===== config.mk =====
export PLATFORM = sky130hd
export DESIGN_NAME = bus_tenure_ctrl
export DESIGN_NICKNAME = d
export VERILOG_FILES = /design/src/rtl/bt_pkg.sv /design/src/rtl/bt_int_arb.sv /design/src/rtl/bt_ext_req.sv /design/src/rtl/bt_pin_mux.sv /design/src/rtl/bus_tenure_ctrl.sv
export SDC_FILE = /design/constraint.sdc
export NUM_CORES = 1
export LEC_CHECK = 0
export BUFFER_PORTS_ARGS = -buffer_cell sky130_fd_sc_hd__buf_2
export CAP_MARGIN = 20
export CORE_AREA = 3 3 40 42
export CTS_BUF_LIST = sky130_fd_sc_hd__clkbuf_4
export CTS_CLUSTER_DIAMETER = 120
export DETAILED_ROUTE_END_ITERATION = 8
export DIE_AREA = 0 0 43 45
export GPL_ROUTABILITY_DRIVEN = 1
export MAX_ROUTING_LAYER = met4
export PLACE_DENSITY_LB_ADDON = 0.12
export SLEW_MARGIN = 20
export SYNTH_ARGS = -nofsm -noshare
export SYNTH_HDL_FRONTEND = slang
export SYNTH_SLANG_ARGS = --single-unit

===== constraint.sdc =====
create_clock -name clk_i -period 1.2 [get_ports clk_i]
set_input_delay 0.12 -clock clk_i [delete_from_list [all_inputs] [get_ports clk_i]]
set_output_delay 0.12 -clock clk_i [all_outputs]
set_load 0.02 [all_outputs]

===== src/rtl/bt_pkg.sv =====
package bt_pkg;

   typedef enum logic [2:0] {
      ST_PARK    = 3'd0,
      ST_ASK     = 3'd1,
      ST_MINE    = 3'd2,
      ST_RELEASE = 3'd3,
      ST_OFFER   = 3'd4,
      ST_THEIRS  = 3'd5
   } bt_state_e;

   typedef struct packed {
      logic own;
      logic req_n;
      logic gnt_n;
      logic bsy_n;
      logic bsy_oe;
   } bt_side_t;

   localparam bt_side_t BT_SIDE_IDLE = '{own: 1'b0, req_n: 1'b1, gnt_n: 1'b1,
                                         bsy_n: 1'b1, bsy_oe: 1'b0};

   function automatic bt_side_t bt_decode(input bt_state_e st);
      bt_side_t s;
      s        = BT_SIDE_IDLE;
      s.own    = (st == ST_MINE);
      s.bsy_n  = (st != ST_MINE);
      s.bsy_oe = (st == ST_MINE) || (st == ST_RELEASE);
      s.req_n  = (st != ST_ASK);
      s.gnt_n  = (st != ST_OFFER);
      return s;
   endfunction

endpackage


===== src/rtl/bt_int_arb.sv =====
module bt_int_arb
   import bt_pkg::*;
#(
   parameter bit TIE_ALTERNATE = 1'b1
) (
   input  logic     clk_i,
   input  logic     rst_ni,
   input  logic     en_i,
   input  logic     loc_req_i,
   input  logic     loc_done_i,
   input  logic     req_n_i,
   input  logic     bsy_n_i,
   output bt_side_t side_o
);

   bt_state_e st_q, st_d;
   logic      alt_q;
   logic      alt_set, alt_clr;
   logic      ext_req;

   assign ext_req = ~req_n_i;

   // fairness flag: variant chosen by parameter
   generate
      if (TIE_ALTERNATE) begin : g_alt
         always_ff @(posedge clk_i or negedge rst_ni) begin
            if (!rst_ni)      alt_q <= 1'b0;
            else if (!en_i)   alt_q <= 1'b0;
            else if (alt_clr) alt_q <= 1'b0;
            else if (alt_set) alt_q <= 1'b1;
         end
      end else begin : g_fixed
         assign alt_q = 1'b0;
      end
   endgenerate

   always_comb begin
      st_d    = st_q;
      alt_set = 1'b0;
      alt_clr = 1'b0;
      unique case (st_q)
         ST_PARK: begin
            if (loc_req_i && !(ext_req && alt_q)) begin
               st_d    = ST_MINE;
               alt_set = ext_req;
            end else if (ext_req) begin
               st_d    = ST_OFFER;
               alt_clr = 1'b1;
            end
         end
         ST_MINE:    if (loc_done_i) st_d = ST_RELEASE;
         ST_RELEASE: if (bsy_n_i)    st_d = ST_PARK;
         ST_OFFER: begin
            if (!bsy_n_i)      st_d = ST_THEIRS;
            else if (!ext_req) st_d = ST_PARK;
         end
         ST_THEIRS:  if (bsy_n_i)    st_d = ST_PARK;
         default:                    st_d = ST_PARK;
      endcase
      if (!en_i) st_d = ST_PARK;
   end

   always_ff @(posedge clk_i or negedge rst_ni) begin
      if (!rst_ni) st_q <= ST_PARK;
      else         st_q <= st_d;
   end

   assign side_o = bt_decode(st_q);


   mine_drives_bsy_chk: assert property (@(posedge clk_i) disable iff (!rst_ni || !en_i)
      side_o.own |-> (side_o.bsy_oe && !side_o.bsy_n));


   done_releases_chk: assert property (@(posedge clk_i) disable iff (!rst_ni || !en_i)
      (side_o.own && loc_done_i) |=> (!side_o.own && side_o.bsy_n && side_o.bsy_oe));


   grant_drop_chk: assert property (@(posedge clk_i) disable iff (!rst_ni || !en_i)
      (!side_o.gnt_n && !bsy_n_i) |=> side_o.gnt_n);


   wait_free_chk: assert property (@(posedge clk_i) disable iff (!rst_ni || !en_i)
      ($rose(side_o.gnt_n) && !bsy_n_i) |=> (side_o.gnt_n && !side_o.own));

endmodule


===== src/rtl/bt_ext_req.sv =====
module bt_ext_req
   import bt_pkg::*;
(
   input  logic     clk_i,
   input  logic     rst_ni,
   input  logic     en_i,
   input  logic     loc_req_i,
   input  logic     loc_done_i,
   input  logic     gnt_n_i,
   input  logic     bsy_n_i,
   output bt_side_t side_o
);

   bt_state_e st_q, st_d;
   logic      qual_gnt;

   assign qual_gnt = ~gnt_n_i & bsy_n_i;

   always_comb begin
      st_d = st_q;
      unique case (st_q)
         ST_PARK: begin
            if (loc_req_i) st_d = qual_gnt ? ST_MINE : ST_ASK;
         end
         ST_ASK: begin
            if (qual_gnt)        st_d = ST_MINE;
            else if (!loc_req_i) st_d = ST_PARK;
         end
         ST_MINE:    if (loc_done_i) st_d = ST_RELEASE;
         ST_RELEASE: if (bsy_n_i)    st_d = ST_PARK;
         default:                    st_d = ST_PARK;
      endcase
      if (!en_i) st_d = ST_PARK;
   end

   always_ff @(posedge clk_i or negedge rst_ni) begin
      if (!rst_ni) st_q <= ST_PARK;
      else         st_q <= st_d;
   end

   assign side_o = bt_decode(st_q);


   grant_qual_chk: assert property (@(posedge clk_i) disable iff (!rst_ni || !en_i)
      $rose(side_o.own) |-> $past(!gnt_n_i && bsy_n_i));


   no_req_owned_chk: assert property (@(posedge clk_i) disable iff (!rst_ni || !en_i)
      side_o.own |-> side_o.req_n);


   ext_done_chk: assert property (@(posedge clk_i) disable iff (!rst_ni || !en_i)
      (side_o.own && loc_done_i) |=> (!side_o.own && side_o.bsy_n));

endmodule


===== src/rtl/bt_pin_mux.sv =====
module bt_pin_mux
   import bt_pkg::*;
#(
   parameter bit INT_EN = 1'b1,
   parameter bit EXT_EN = 1'b1
) (
   input  logic     mode_ext_i,
   input  bt_side_t int_side_i,
   input  bt_side_t ext_side_i,
   output bt_side_t side_o,
   output logic     req_oe_o,
   output logic     gnt_oe_o
);

   generate
      if (INT_EN && EXT_EN) begin : g_both
         assign side_o   = mode_ext_i ? ext_side_i : int_side_i;
         assign req_oe_o = mode_ext_i;
         assign gnt_oe_o = ~mode_ext_i;
      end else if (INT_EN) begin : g_int_only
         assign side_o   = int_side_i;
         assign req_oe_o = 1'b0;
         assign gnt_oe_o = 1'b1;
      end else begin : g_ext_only
         assign side_o   = ext_side_i;
         assign req_oe_o = 1'b1;
         assign gnt_oe_o = 1'b0;
      end
   endgenerate

endmodule


===== src/rtl/bus_tenure_ctrl.sv =====
module bus_tenure_ctrl
   import bt_pkg::*;
#(
   parameter bit INT_EN        = 1'b1,
   parameter bit EXT_EN        = 1'b1,
   parameter bit TIE_ALTERNATE = 1'b1
) (
   input  logic clk_i,
   input  logic rst_ni,
   input  logic mode_ext_i,
   input  logic loc_req_i,
   input  logic loc_done_i,
   output logic loc_own_o,
   input  logic arb_req_n_i,
   output logic arb_req_n_o,
   output logic arb_req_oe_o,
   input  logic arb_gnt_n_i,
   output logic arb_gnt_n_o,
   output logic arb_gnt_oe_o,
   input  logic arb_bsy_n_i,
   output logic arb_bsy_n_o,
   output logic arb_bsy_oe_o
);

   localparam bit BOTH = INT_EN && EXT_EN;

   bt_side_t int_side, ext_side, sel_side;
   logic     int_en, ext_en;

   initial begin : p_param_chk
      assert (INT_EN || EXT_EN) else $error("bus_tenure_ctrl: no role enabled");
   end

   assign int_en = BOTH ? ~mode_ext_i : INT_EN;
   assign ext_en = BOTH ?  mode_ext_i : EXT_EN;

   generate
      if (INT_EN) begin : g_int
         bt_int_arb #(.TIE_ALTERNATE(TIE_ALTERNATE)) u_int (
            .clk_i      (clk_i),
            .rst_ni     (rst_ni),
            .en_i       (int_en),
            .loc_req_i  (loc_req_i),
            .loc_done_i (loc_done_i),
            .req_n_i    (arb_req_n_i),
            .bsy_n_i    (arb_bsy_n_i),
            .side_o     (int_side)
         );
      end else begin : g_no_int
         assign int_side = BT_SIDE_IDLE;
      end

      if (EXT_EN) begin : g_ext
         bt_ext_req u_ext (
            .clk_i      (clk_i),
            .rst_ni     (rst_ni),
            .en_i       (ext_en),
            .loc_req_i  (loc_req_i),
            .loc_done_i (loc_done_i),
            .gnt_n_i    (arb_gnt_n_i),
            .bsy_n_i    (arb_bsy_n_i),
            .side_o     (ext_side)
         );
      end else begin : g_no_ext
         assign ext_side = BT_SIDE_IDLE;
      end
   endgenerate

   bt_pin_mux #(.INT_EN(INT_EN), .EXT_EN(EXT_EN)) u_mux (
      .mode_ext_i (mode_ext_i),
      .int_side_i (int_side),
      .ext_side_i (ext_side),
      .side_o     (sel_side),
      .req_oe_o   (arb_req_oe_o),
      .gnt_oe_o   (arb_gnt_oe_o)
   );

   assign loc_own_o    = sel_side.own;
   assign arb_req_n_o  = sel_side.req_n;
   assign arb_gnt_n_o  = sel_side.gnt_n;
   assign arb_bsy_n_o  = sel_side.bsy_n;
   assign arb_bsy_oe_o = sel_side.bsy_oe;


   own_vs_grant_chk: assert property (@(posedge clk_i) disable iff (!rst_ni)
      loc_own_o |-> (arb_gnt_n_o && !arb_bsy_n_o));


   reset_idle_chk: assert property (@(posedge clk_i)
      !rst_ni |-> (!loc_own_o && arb_req_n_o && arb_gnt_n_o && !arb_bsy_oe_o));

endmodule


======== After elaboration in Yosys (flattened, before gate mapping) ========
Cells that the tools add are included.
word-level totals
  bits in registers ....................... 7
  output and inout bits ................... 7
  logic and storage cells ................. 62
  input bits .............................. 8
cells by class
  bitwise gates (word level) .............. 4
  reductions and logical operators ........ 11
  multiplexer cells ....................... 23
  equal/unequal tests ..................... 21
operator list
  operator                                                count
  2-to-1 mux 3 bit                                        11
  one-hot mux 3 bit (4 select lines)                      2
  inequality test 3 bit (second input constant)           6
  == test 3 x 2 -> 1 bit (second input constant)          4
  inequality test 3 x 1 -> 1 bit (second input constant)  3
  2-to-1 mux 1 bit                                        8
  inequality test 4 x 3 -> 1 bit (second input constant)  2
  AND reduction 4 bit                                     2
  == test 3 bit (second input constant)                   2
  logical NOT 3 bit                                       2
  inequality test 3 x 2 -> 1 bit (second input constant)  2
  2-to-1 mux 5 bit                                        1
  inequality test 4 bit (second input constant)           1
  == test 3 x 1 -> 1 bit (second input constant)          1
  NOT 1 bit                                               3
  nonzero test 3 bit                                      1
  logical AND 1 bit                                       2
  logical OR 1 bit                                        2
  2-to-1 mux 2 bit                                        1
  OR reduction 2 bit                                      1
  AND 1 bit                                               1
  logical NOT 1 bit                                       1

======== Depth between registers and ports, before layout ========
Gate-level depths: netlist of the first run.
  word-level depth ........................ 9
  mapped depth ............................ 4
  gate-level depth less buffers ........... 3

======== By module ========
Synthesis of the first run repeated with hierarchy kept, for this count alone.
second synthesis, totals
  cell total of the unflattened synthesis .. 57
  area, all modules ....................... 495.5 um2
modules (own cells, without submodules)
  module           instances  seq. area each (um2)  cells each  area each (um2)
  bt_int_arb       1          100.1                 30          251.5
  bt_ext_req       1          50.0                  18          142.6
  bt_pin_mux       1          0.0                   8           97.6
  bus_tenure_ctrl  1          0.0                   1           3.8

======== Least setup slack after synthesis of the first run ========
No wires, ideal clock.
  path type ............................... flip-flop to output port
  start point ............................. register g_int.u_int.st_q[2]
  end point ............................... output loc_own_o
  path buffers ............................ 1
  data required time ...................... 1.080 ns
  stages on the path, launching flop included .. 5
  data arrival time ....................... 1.265 ns
  path slack .............................. -0.185 ns
  cells stage by stage .................... dfrtp_1 -> buf_2 -> nor2b_4 -> mux2i_2 -> a211oi_1
on the way
  cells in the longest elaborated chain, start to end .. 2
ends and longest elaborated chain
  item                    line                   RTL
  start, declared         bt_int_arb.sv:16       bt_state_e st_q, st_d;
  start signal, assigned  bt_int_arb.sv:65       else st_q <= st_d;
  == test 3 x 2 -> 1 bit  bt_pkg.sv:26           s.own = (st == ST_MINE);
  2-to-1 mux 5 bit        bt_pin_mux.sv:17       assign side_o = mode_ext_i ? ext_side_i : int_side_i;
  end, declared           bus_tenure_ctrl.sv:13  output logic loc_own_o,
Every way passes these cells.

======== Worst setup path in the final report of the first run ========
  start point ............................. register g_int.u_int.st_q[2]
  end point ............................... output arb_bsy_n_o
on the way
  cells in the longest elaborated chain, start to end .. 2
ends and longest elaborated chain
  item                            line                   RTL
  inequality test 3 x 2 -> 1 bit  bt_pkg.sv:27           s.bsy_n = (st != ST_MINE);
  2-to-1 mux 5 bit                bt_pin_mux.sv:17
  end, declared                   bus_tenure_ctrl.sv:21  output logic arb_bsy_n_o,
Every way passes these cells.

==> impl_metrics.yaml, run 1 <==
global_route:
  grt_usage_pct: 12.58
  grt_max_degree: 11
  antenna_found_initial: 0
  grt-ovfl-total: 0
  grt_pass1_wl_um: 1690
  grt_pass1_vias: 388
logic_synthesis:
  synth_top_area_share_pct: 35.71
  yosys.area.top_type: "dfrtp_1"
  syn_nets: 56
  avgSynthCellArea_um2: 8.758
  ys_top_cells_by_count: "6 x dfrtp_1, 5 x nor2b_1, 4 x a21oi_1, 4 x inv_1, 4 x nor2_1"
  synth.most_common_cell: "dfrtp_1"
  async_flop_share_pct: 100.0
  synth_cells: 48
  synth_edf_count: 0
  syn_area_um2: 420.4
  ys_types: 24
  synthTopCellsByArea: "dfrtp_1 36%, nor2b_1 7.4%, a21oi_1 4.8%"
  ys_warn_count: 0
  ys_seq_elements: 6
  ys.flop_type: "dfrtp_1"
  seq_area_frac_synth_pct: 35.71
place:
  io_buffers: 14
  dpl-instance-area_um2: 534.3
  pre_cts_slack_ns: -0.008018
  dp_hpwl_um: 791.8
  globalplace.congestion: 0.7803
worst_setup_path:
  required_ns: 1.08
  cp_num_buf_inv: 1
  path_depth: 4
  max_stage_delay_ns: 0.42
  cp_max_fo: 3
  critPathTopFamily: "flip-flops"
  slowest_stage: "dfrtp_1"
  arrival_ns: 1.31
  crit_type: "reg -> out"
  start_kind: "flop"
  reg2reg_depth: 4
  path_cells: "nor2b_4 > mux2i_4 > a211o_1 > buf_6"
  crit_path_end_kind: "output port"
layout:
  layout.area.seq_um2: 150.1
  final_util_pct: 49.95
  drive_above_1_share_pct: 45.71
  multi_input_area_um2: 271.5
  final_cell_area_um2: 641.9
  diodes: 0
  nNetsFinal: 80
  fill_cells: 121
  area_delta_synth_final_pct: 52.68
power_and_ir_drop:
  p_leak_uw: 0.0002908
  irDropWorstVdd_mv: 0.3937
  power.total_uw: 639.6
  powerDensity_nw_per_um2: 996.5
timing:
  slew_violations: 0
  timing.final.ws_setup_ns: -0.2304
  skew_ns: 0.002010
  finalCriticalPeriod_ns: 1.430
  max_freq_mhz: 699.1
  tightest_slew_ns: 0.2403
  worst_hold_slack_ns: 0.1230
  final-hold-violation-count: 0
  period_share_pct: 119.2
  relSlewSlack_pct: 83.98
  setup_viol: 5
  rsz0062_at_grt: "true"
routing:
  drc: 0
  ant_nets: 0
  vias_per_cell: 5.012
  wl_per_cell_um: 12.41
  first_pass_iters: 4
  wirelength_um: 1055
  via_count: 426
  drtIter0Drc: 4
clock_tree:
  cts_buffers: 3
  cts_root_buffer: "clkbuf_4"
  path_clk_slew_ns: 0.05
  h-tree-depth: 1
  cts_tree: "built"
  clock_latency_ns: 0.25
  clockBufferDepth: 2
  cts.sinks: 6
die:
  io-pin-count: 15
  initial_utilization_pct: 32.72
  num_rows: 13
  core_area_um2: 1285
  die_x_um: 43
  die_y_um: 45
  die-area_um2: 1935
status:
  outcome: "finished, violations left"
  violations: "setup timing"
worst_hold_path:
  hold_depth: 2
  hold_path.class: "in -> reg"
flow_run:
  timing.max_cap.violations: 0
==> cells by family (layout without fill, tap and decap cells) <==
kind of cell	Yosys count	in the layout	share of synthesized area [%]
and+or+nand+nor	19	19	28.57
buffers and inverters	7	29	7.738
AOI/OAI and AO/OA	14	14	22.32
DFF	6	6	35.71
muxes	2	2	5.654
==> flip-flops by register name, summed over array words and instances, names as in the netlist <==
register and cells:
g_int.u_int.st_q 3, g_int.u_int.alt_q 1, g_ext.u_ext.st_q 2
==> path summary, 6_finish.rpt <==
| path | from | end | slack, ns |
|---|---|---|---|
| setup / recovery | g_int.u_int.st_q[2] | arb_bsy_n_o | -0.23 |
| hold / removal | arb_bsy_n_i | g_ext.u_ext.st_q[0] | 0.12 |
| setup reg to reg | g_int.u_int.st_q[1] | g_int.u_int.alt_q | 0.01 |
| hold reg to reg | g_int.u_int.alt_q | g_int.u_int.alt_q | 0.57 |
| max in group asynchronous | rst_ni | g_ext.u_ext.st_q[0] | 0.83 |
| min in group asynchronous | rst_ni | g_int.u_int.st_q[2] | 0.23 |
==> power by group <==
group	switching, uW	leakage (uW)	internal [uW]
logic	103	0.000197	112
registers	20.1	0.0000801	218
clock network	73.9	0.0000138	113
==> through the flow <==
step	instances	setup TNS (ns)
after CTS	85	-0.9616
after detailed placement	79	-0.008018
after floorplan	48	0
final	85	-0.8552
after global placement	79	0
after global routing	85	-1.261
==> cell type report <==
type,count,area share [%]
well taps,15,2.924
inverters,4,2.339
repair buffers,22,25.54
multi-input cells,35,42.30
clock buffers,3,3.509
flip-flops and latches,6,23.39
==> placed cells by master, fill, tap and decap left out, types with 2 or more instances in the layout <==
master / count
a21oi_1: 4
buf_2: 9
buf_4: 7
buf_6: 5
clkbuf_4: 3
dfrtp_1: 6
inv_1: 3
nand2_1: 3
nor2_1: 4
nor2b_1: 4
nor2b_4: 2
o21ai_0: 3
==> timing repair <==
action | CTS | global route
setup buffers | 2 | 0
pin swaps | 3 | 1
hold endpoints to repair | 6 | 0
gates cloned | 0 | 0
resized for setup | 14 | 2
endpoints found under the setup margin | 6 | 6
hold buffers | 1 | 0
==> layer usage <==
metal  wire (um)  vias up  share of wire, %  GRT usage, %
li1            -      216                 -             -
met1         490      192                46         14.63
met2         488       16                46         19.16
met3          57        2               5.4        0.3984
met4          19        0               1.8         12.65
met5           0        -                 0             -
Power figures use the tool's default switching activity.
==> run 2, diff against run 1 <==
--- a/config.mk
+++ b/config.mk
@@ -9,3 +9,5 @@
 export CAP_MARGIN = 20
-export CORE_AREA = 3 3 40 42
+export CELL_PAD_IN_SITES_DETAIL_PLACEMENT = 0
+export CELL_PAD_IN_SITES_GLOBAL_PLACEMENT = 1
+export CORE_AREA = 2 2 39 41
 export CTS_BUF_LIST = sky130_fd_sc_hd__clkbuf_4
@@ -13,3 +15,3 @@
 export DETAILED_ROUTE_END_ITERATION = 8
-export DIE_AREA = 0 0 43 45
+export DIE_AREA = 0 0 41 43
 export GPL_ROUTABILITY_DRIVEN = 1
==> constraint.sdc (replaced) <==
create_clock -name clk_i -period 1.2 [get_ports clk_i]
set_input_delay 0.06 -clock clk_i [delete_from_list [all_inputs] [get_ports clk_i]]
set_output_delay 0.06 -clock clk_i [all_outputs]
set_load 0.02 [all_outputs]
==> run 2 against run 1 <==
  * The run still ends with setup timing left
  * Power rose by 5.6%
  * Critical path depth down 2
  * Register-to-register slack got worse by 0.10 ns
  * Critical path type unchanged
  * Critical endpoint is now arb_gnt_n_o
==> impl_metrics.yaml, run 2 (synthesis gave the netlist of run 1 again) <==
status:
  outcome: "finished, violations left"
  violations: "setup timing"
routing:
  drtIter0Drc: 5
  drc: 0
  ant_nets: 0
  wirelength_um: 1210
  first_pass_iters: 4
  via_count: 455
  wl_per_cell_um: 13.44
  vias_per_cell: 5.056
layout:
  max_flop_register: "g_int.u_int.st_q"
  area_delta_synth_final_pct: 66.96
  final_common_cell: "buf_2"
  instances_no_fill: 90
  nNetsFinal: 84
  drive_above_1_share_pct: 55.41
  fill_cells: 143
  final_cell_area_um2: 701.9
  layout_common_cells: "9 x buf_2, 8 x buf_6, 8 x buf_4"
  diodes: 0
  top_regs: "g_int.u_int.st_q (3), g_ext.u_ext.st_q (2), g_int.u_int.alt_q (1)"
  largest_reg_flops: 3
power_and_ir_drop:
  p_int_uw: 464.2
  combPwrFrac_pct: 37.2
  power.switching_uw: 211.2
  powerDensity_nw_per_um2: 962.2
  power.total_uw: 675.4
  swShare_pct: 31.28
  p_clk_share_pct: 27.4
  seqPwrFrac_pct: 35.4
  p_leak_uw: 0.0003175
  irDropWorstVdd_mv: 0.4345
place:
  dp_hpwl_um: 829.4
  io_buffers: 14
  dpl-instance-area_um2: 528.0
  globalplace.congestion: 0.6789
  placed_cells: 79
global_route:
  grt_pass1_vias: 466
  grt_max_degree: 10
  antenna_found_initial: 0
  grt_usage_pct: 16.96
  grt-ovfl-total: 0
  grt_pass1_wl_um: 1966
flow_run:
  timing.max_cap.violations: 0
clock_tree:
  cts_buffers: 3
  cts_tree: "built"
  cts_root_buffer: "clkbuf_4"
  cts.sinks: 6
  h-tree-depth: 1
  path_clk_slew_ns: 0.04
  clockBufferDepth: 2
  clock_latency_ns: 0.24
timing:
  period_share_pct: 114.7
  rsz0062_at_grt: "true"
  final-hold-violation-count: 0
  worst_hold_slack_ns: 0.05425
  setup_viol: 8
  max_freq_mhz: 726.3
  finalCriticalPeriod_ns: 1.377
  slew_violations: 0
  skew_ns: 0.001198
  relSlewSlack_pct: 83.47
  tightest_slew_ns: 0.2480
  setup_tns_ns: -0.6576
  timing.final.ws_setup_ns: -0.1769
die:
  core_area_um2: 1384
  initial_utilization_pct: 30.38
  die_x_um: 41
  die-area_um2: 1763
  die_y_um: 43
  num_rows: 14
  io-pin-count: 15
worst_setup_path:
  crit_path_end_kind: "output port"
  arrival_ns: 1.32
  crit_type: "reg -> out"
  start_kind: "flop"
  required_ns: 1.14
  cp_max_fo: 4
worst_hold_path:
  hold_path.class: "in -> reg"
[run 2: cell count changes in the layout (fill, tap and decap cells not counted), sizes merged]
| cell | before | now |
|---|---|---|
| buf | 21 | 25 |
[run 2: worst paths after layout]
path	startpoint	to	slack (ns)	cells past startpoint
worst max-delay path	g_int.u_int.st_q[0]	arb_gnt_n_o	-0.18	2
worst min-delay path	arb_bsy_n_i	g_ext.u_ext.st_q[0]	0.05	2
worst max register to register	g_int.u_int.st_q[0]	g_int.u_int.st_q[1]	-0.09	6
worst min register to register	g_int.u_int.alt_q	g_int.u_int.alt_q	0.60	2
max in group asynchronous	rst_ni	g_int.u_int.st_q[2]	0.85	2
min in group asynchronous	rst_ni	g_int.u_int.alt_q	0.18	2
[run 2: area by class of cell]
type	instances	area, um2	area share [%]
multi-input cells	35	287.8	41.00
flip-flops and latches	6	151.4	21.57
clock buffers	3	22.52	3.209
well taps	16	20.02	2.852
repair buffers	26	205.2	29.23
inverters	4	15.01	2.139
[run 2: worst max-delay path, stage by stage (launching register included)]
cell,delay (ns)
dfrtp_1,0.40
or4b_4,0.53
buf_6,0.15
[run 2: power groups by stage]
stage / registers (uW) / clock network [uW] / logic [uW]
after floorplan: 237 / 0 / 109
after global placement: 243 / 0 / 169
after detailed placement: 242 / 0 / 167
after CTS: 237 / 190 / 214
after global routing: 242 / 207 / 272
final: 239 / 185 / 251
[run 2: through the flow]
step	util, %	setup WS (ns)
2_1_floorplan	-	0.05791
3_3_place_gp	38.16	0.03948
3_5_place_dp	38.16	0.05276
4_1_cts	45.93	-0.1660
5_1_grt	50.72	-0.2069
6_report	50.72	-0.1769
[run 2: per-layer routing]
layer  GRT usage [%]  vias up  wire (um)
li1                -      226          -
met1           22.33      206        496
met2           25.31       21        615
met3           3.141        2         83
met4           6.000        0         15
met5               -        -          0
[run 2: repair_timing]
item                                    in CTS  in global routing
gates resized for setup                      9                 16
hold buffers                                 1                  0
setup buffers                                5                  3
hold endpoints to repair                     6                  0
pin swaps                                    4                  3
endpoints found under the setup margin       5                  8
==> run 3, diff against run 2 <==
CORE_AREA = default   (was 2 2 39 41)
CORE_MARGIN = 2   (was default)
CORE_UTILIZATION = 30   (was default)
CTS_CLUSTER_DIAMETER = default   (was 120)
DIE_AREA = default   (was 0 0 41 43)
==> run 3 against run 2 <==
  * The run still ends with setup timing left
  * Largest cell class unchanged
  * Combinational power decreased by 3%
  * Clock-buffer cell count is the same
  * Via count down 3.3%
==> impl_metrics.yaml, run 3 (synthesis gave the netlist of run 1 again) <==
routing:
  wl_per_cell_um: 12.23
  via_count: 440
  ant_nets: 0
  drtIter0Drc: 2
  first_pass_iters: 2
  vias_per_cell: 5.000
  drc: 0
  wirelength_um: 1076
layout:
  diodes: 0
  top_regs: "g_int.u_int.st_q (3), g_ext.u_ext.st_q (2), g_int.u_int.alt_q (1)"
  layout_common_cells: "9 x buf_2, 9 x buf_4, 6 x buf_6"
  nNetsFinal: 83
  drive_above_1_share_pct: 50.68
  final_util_pct: 52.31
  instances_no_fill: 88
  max_flop_register: "g_int.u_int.st_q"
  final_cell_area_um2: 680.7
  area_delta_synth_final_pct: 61.90
  fill_cells: 147
  largest_reg_flops: 3
die:
  io-pin-count: 15
  die_y_um: 41.44
  initial_utilization_pct: 32.31
  die-area_um2: 1717
  num_rows: 13
  die_x_um: 41.44
  core_area_um2: 1301
global_route:
  grt-ovfl-total: 0
  antenna_found_initial: 0
  grt_max_degree: 10
  grt_pass1_wl_um: 1759
  grt_pass1_vias: 405
  grt_usage_pct: 13.75
timing:
  setup_tns_ns: -0.6534
  final-hold-violation-count: 0
  slew_violations: 0
  tightest_slew_ns: 0.3663
  max_freq_mhz: 734.4
  finalCriticalPeriod_ns: 1.362
  skew_ns: 0.004284
  period_share_pct: 113.5
  rsz0062_at_grt: "true"
  setup_viol: 7
  relSlewSlack_pct: 75.52
  timing.final.ws_setup_ns: -0.1617
power_and_ir_drop:
  powerDensity_nw_per_um2: 968.1
  combPwrFrac_pct: 36.8
  seqPwrFrac_pct: 36.1
  p_int_uw: 458.3
  p_clk_share_pct: 27.1
  power.switching_uw: 200.6
  irDropWorstVdd_mv: 0.4849
  p_leak_uw: 0.0003122
  swShare_pct: 30.44
clock_tree:
  cts_tree: "built"
  clock_latency_ns: 0.24
  clockBufferDepth: 2
  path_clk_slew_ns: 0.04
  h-tree-depth: 1
  cts.sinks: 6
  cts_root_buffer: "clkbuf_4"
  cts_buffers: 3
status:
  outcome: "finished, violations left"
  violations: "setup timing"
worst_setup_path:
  arrival_ns: 1.30
  reg2reg_from: "g_int.u_int.st_q[1]"
  cp_max_fo: 3
  slowest_stage: "or4b_4"
  required_ns: 1.14
  crit_path_end_kind: "output port"
  max_stage_delay_ns: 0.54
  start_kind: "flop"
  cp-startpoint: "g_int.u_int.st_q[1]"
  cp_num_buf_inv: 1
  critPathTopFamily: "simple AND/OR/NAND/NOR gates"
  crit_type: "reg -> out"
  path_cells: "or4b_4 > buf_6"
place:
  dpl-instance-area_um2: 526.8
  globalplace.congestion: 0.7317
  io_buffers: 14
  placed_cells: 78
  dp_hpwl_um: 772.9
  pre_cts_slack_ns: 0.03502
flow_run:
  timing.max_cap.violations: 0
worst_hold_path:
  hold_path.class: "in -> reg"
  hold_start: "arb_bsy_n_i"
## run 3: changes by cell type in the layout (fill, tap and decap cells not counted), sizes merged
cell,delta
buf,-1
## run 3: path summary, 6_finish.rpt
kind,cells after the start,to,slack (ns)
worst min register to register,2,g_int.u_int.alt_q,0.59
max in group asynchronous,2,g_int.u_int.st_q[2],0.86
min in group asynchronous,2,g_ext.u_ext.st_q[0],0.18
worst max-delay path,2,arb_gnt_n_o,-0.16
worst max register to register,5,g_int.u_int.alt_q,-0.07
worst min-delay path,2,g_ext.u_ext.st_q[0],0.06
## run 3: repair_timing
action,in CTS,in global routing
setup endpoints to repair,5,8
pin swaps,2,6
setup buffers,4,3
hold buffers,1,0
resized for setup,8,12
endpoints found under the hold margin,6,0
## run 3: final cells by class
cell class / count / area (um2) / share of cell area [%]
multi-input combinational: 35 / 282.8 / 41.54
timing repair buffer: 25 / 190.2 / 27.94
sequential: 6 / 151.4 / 22.24
clock buffer: 3 / 22.52 / 3.309
tap: 15 / 18.77 / 2.757
inverter: 4 / 15.01 / 2.206
## run 3: metal layers
layer  part of all wire, %  GRT usage (%)
met4                   1.2          9.677
met3                   4.1          2.174
met2                    49          19.06
met5                     0              -
met1                    46          18.06
## run 3: per-stage QoR
step	hold slack [ns]	total power [uW]
2_1_floorplan	-0.2356	346.1
3_3_place_gp	-0.1050	411.5
3_5_place_dp	-0.1058	408.6
4_1_cts	0.06171	634.3
5_1_grt	0.07279	712.5
6_report	0.06051	658.9
## run 3: power groups by stage
| stage | combinational (uW) | clock, uW | sequential, uW |
|---|---|---|---|
| final | 243 | 178 | 238 |
| after floorplan | 109 | 0 | 237 |
| after global routing | 263 | 209 | 240 |
| after global placement | 169 | 0 | 243 |
| after detailed placement | 167 | 0 | 242 |
| after CTS | 207 | 191 | 237 |
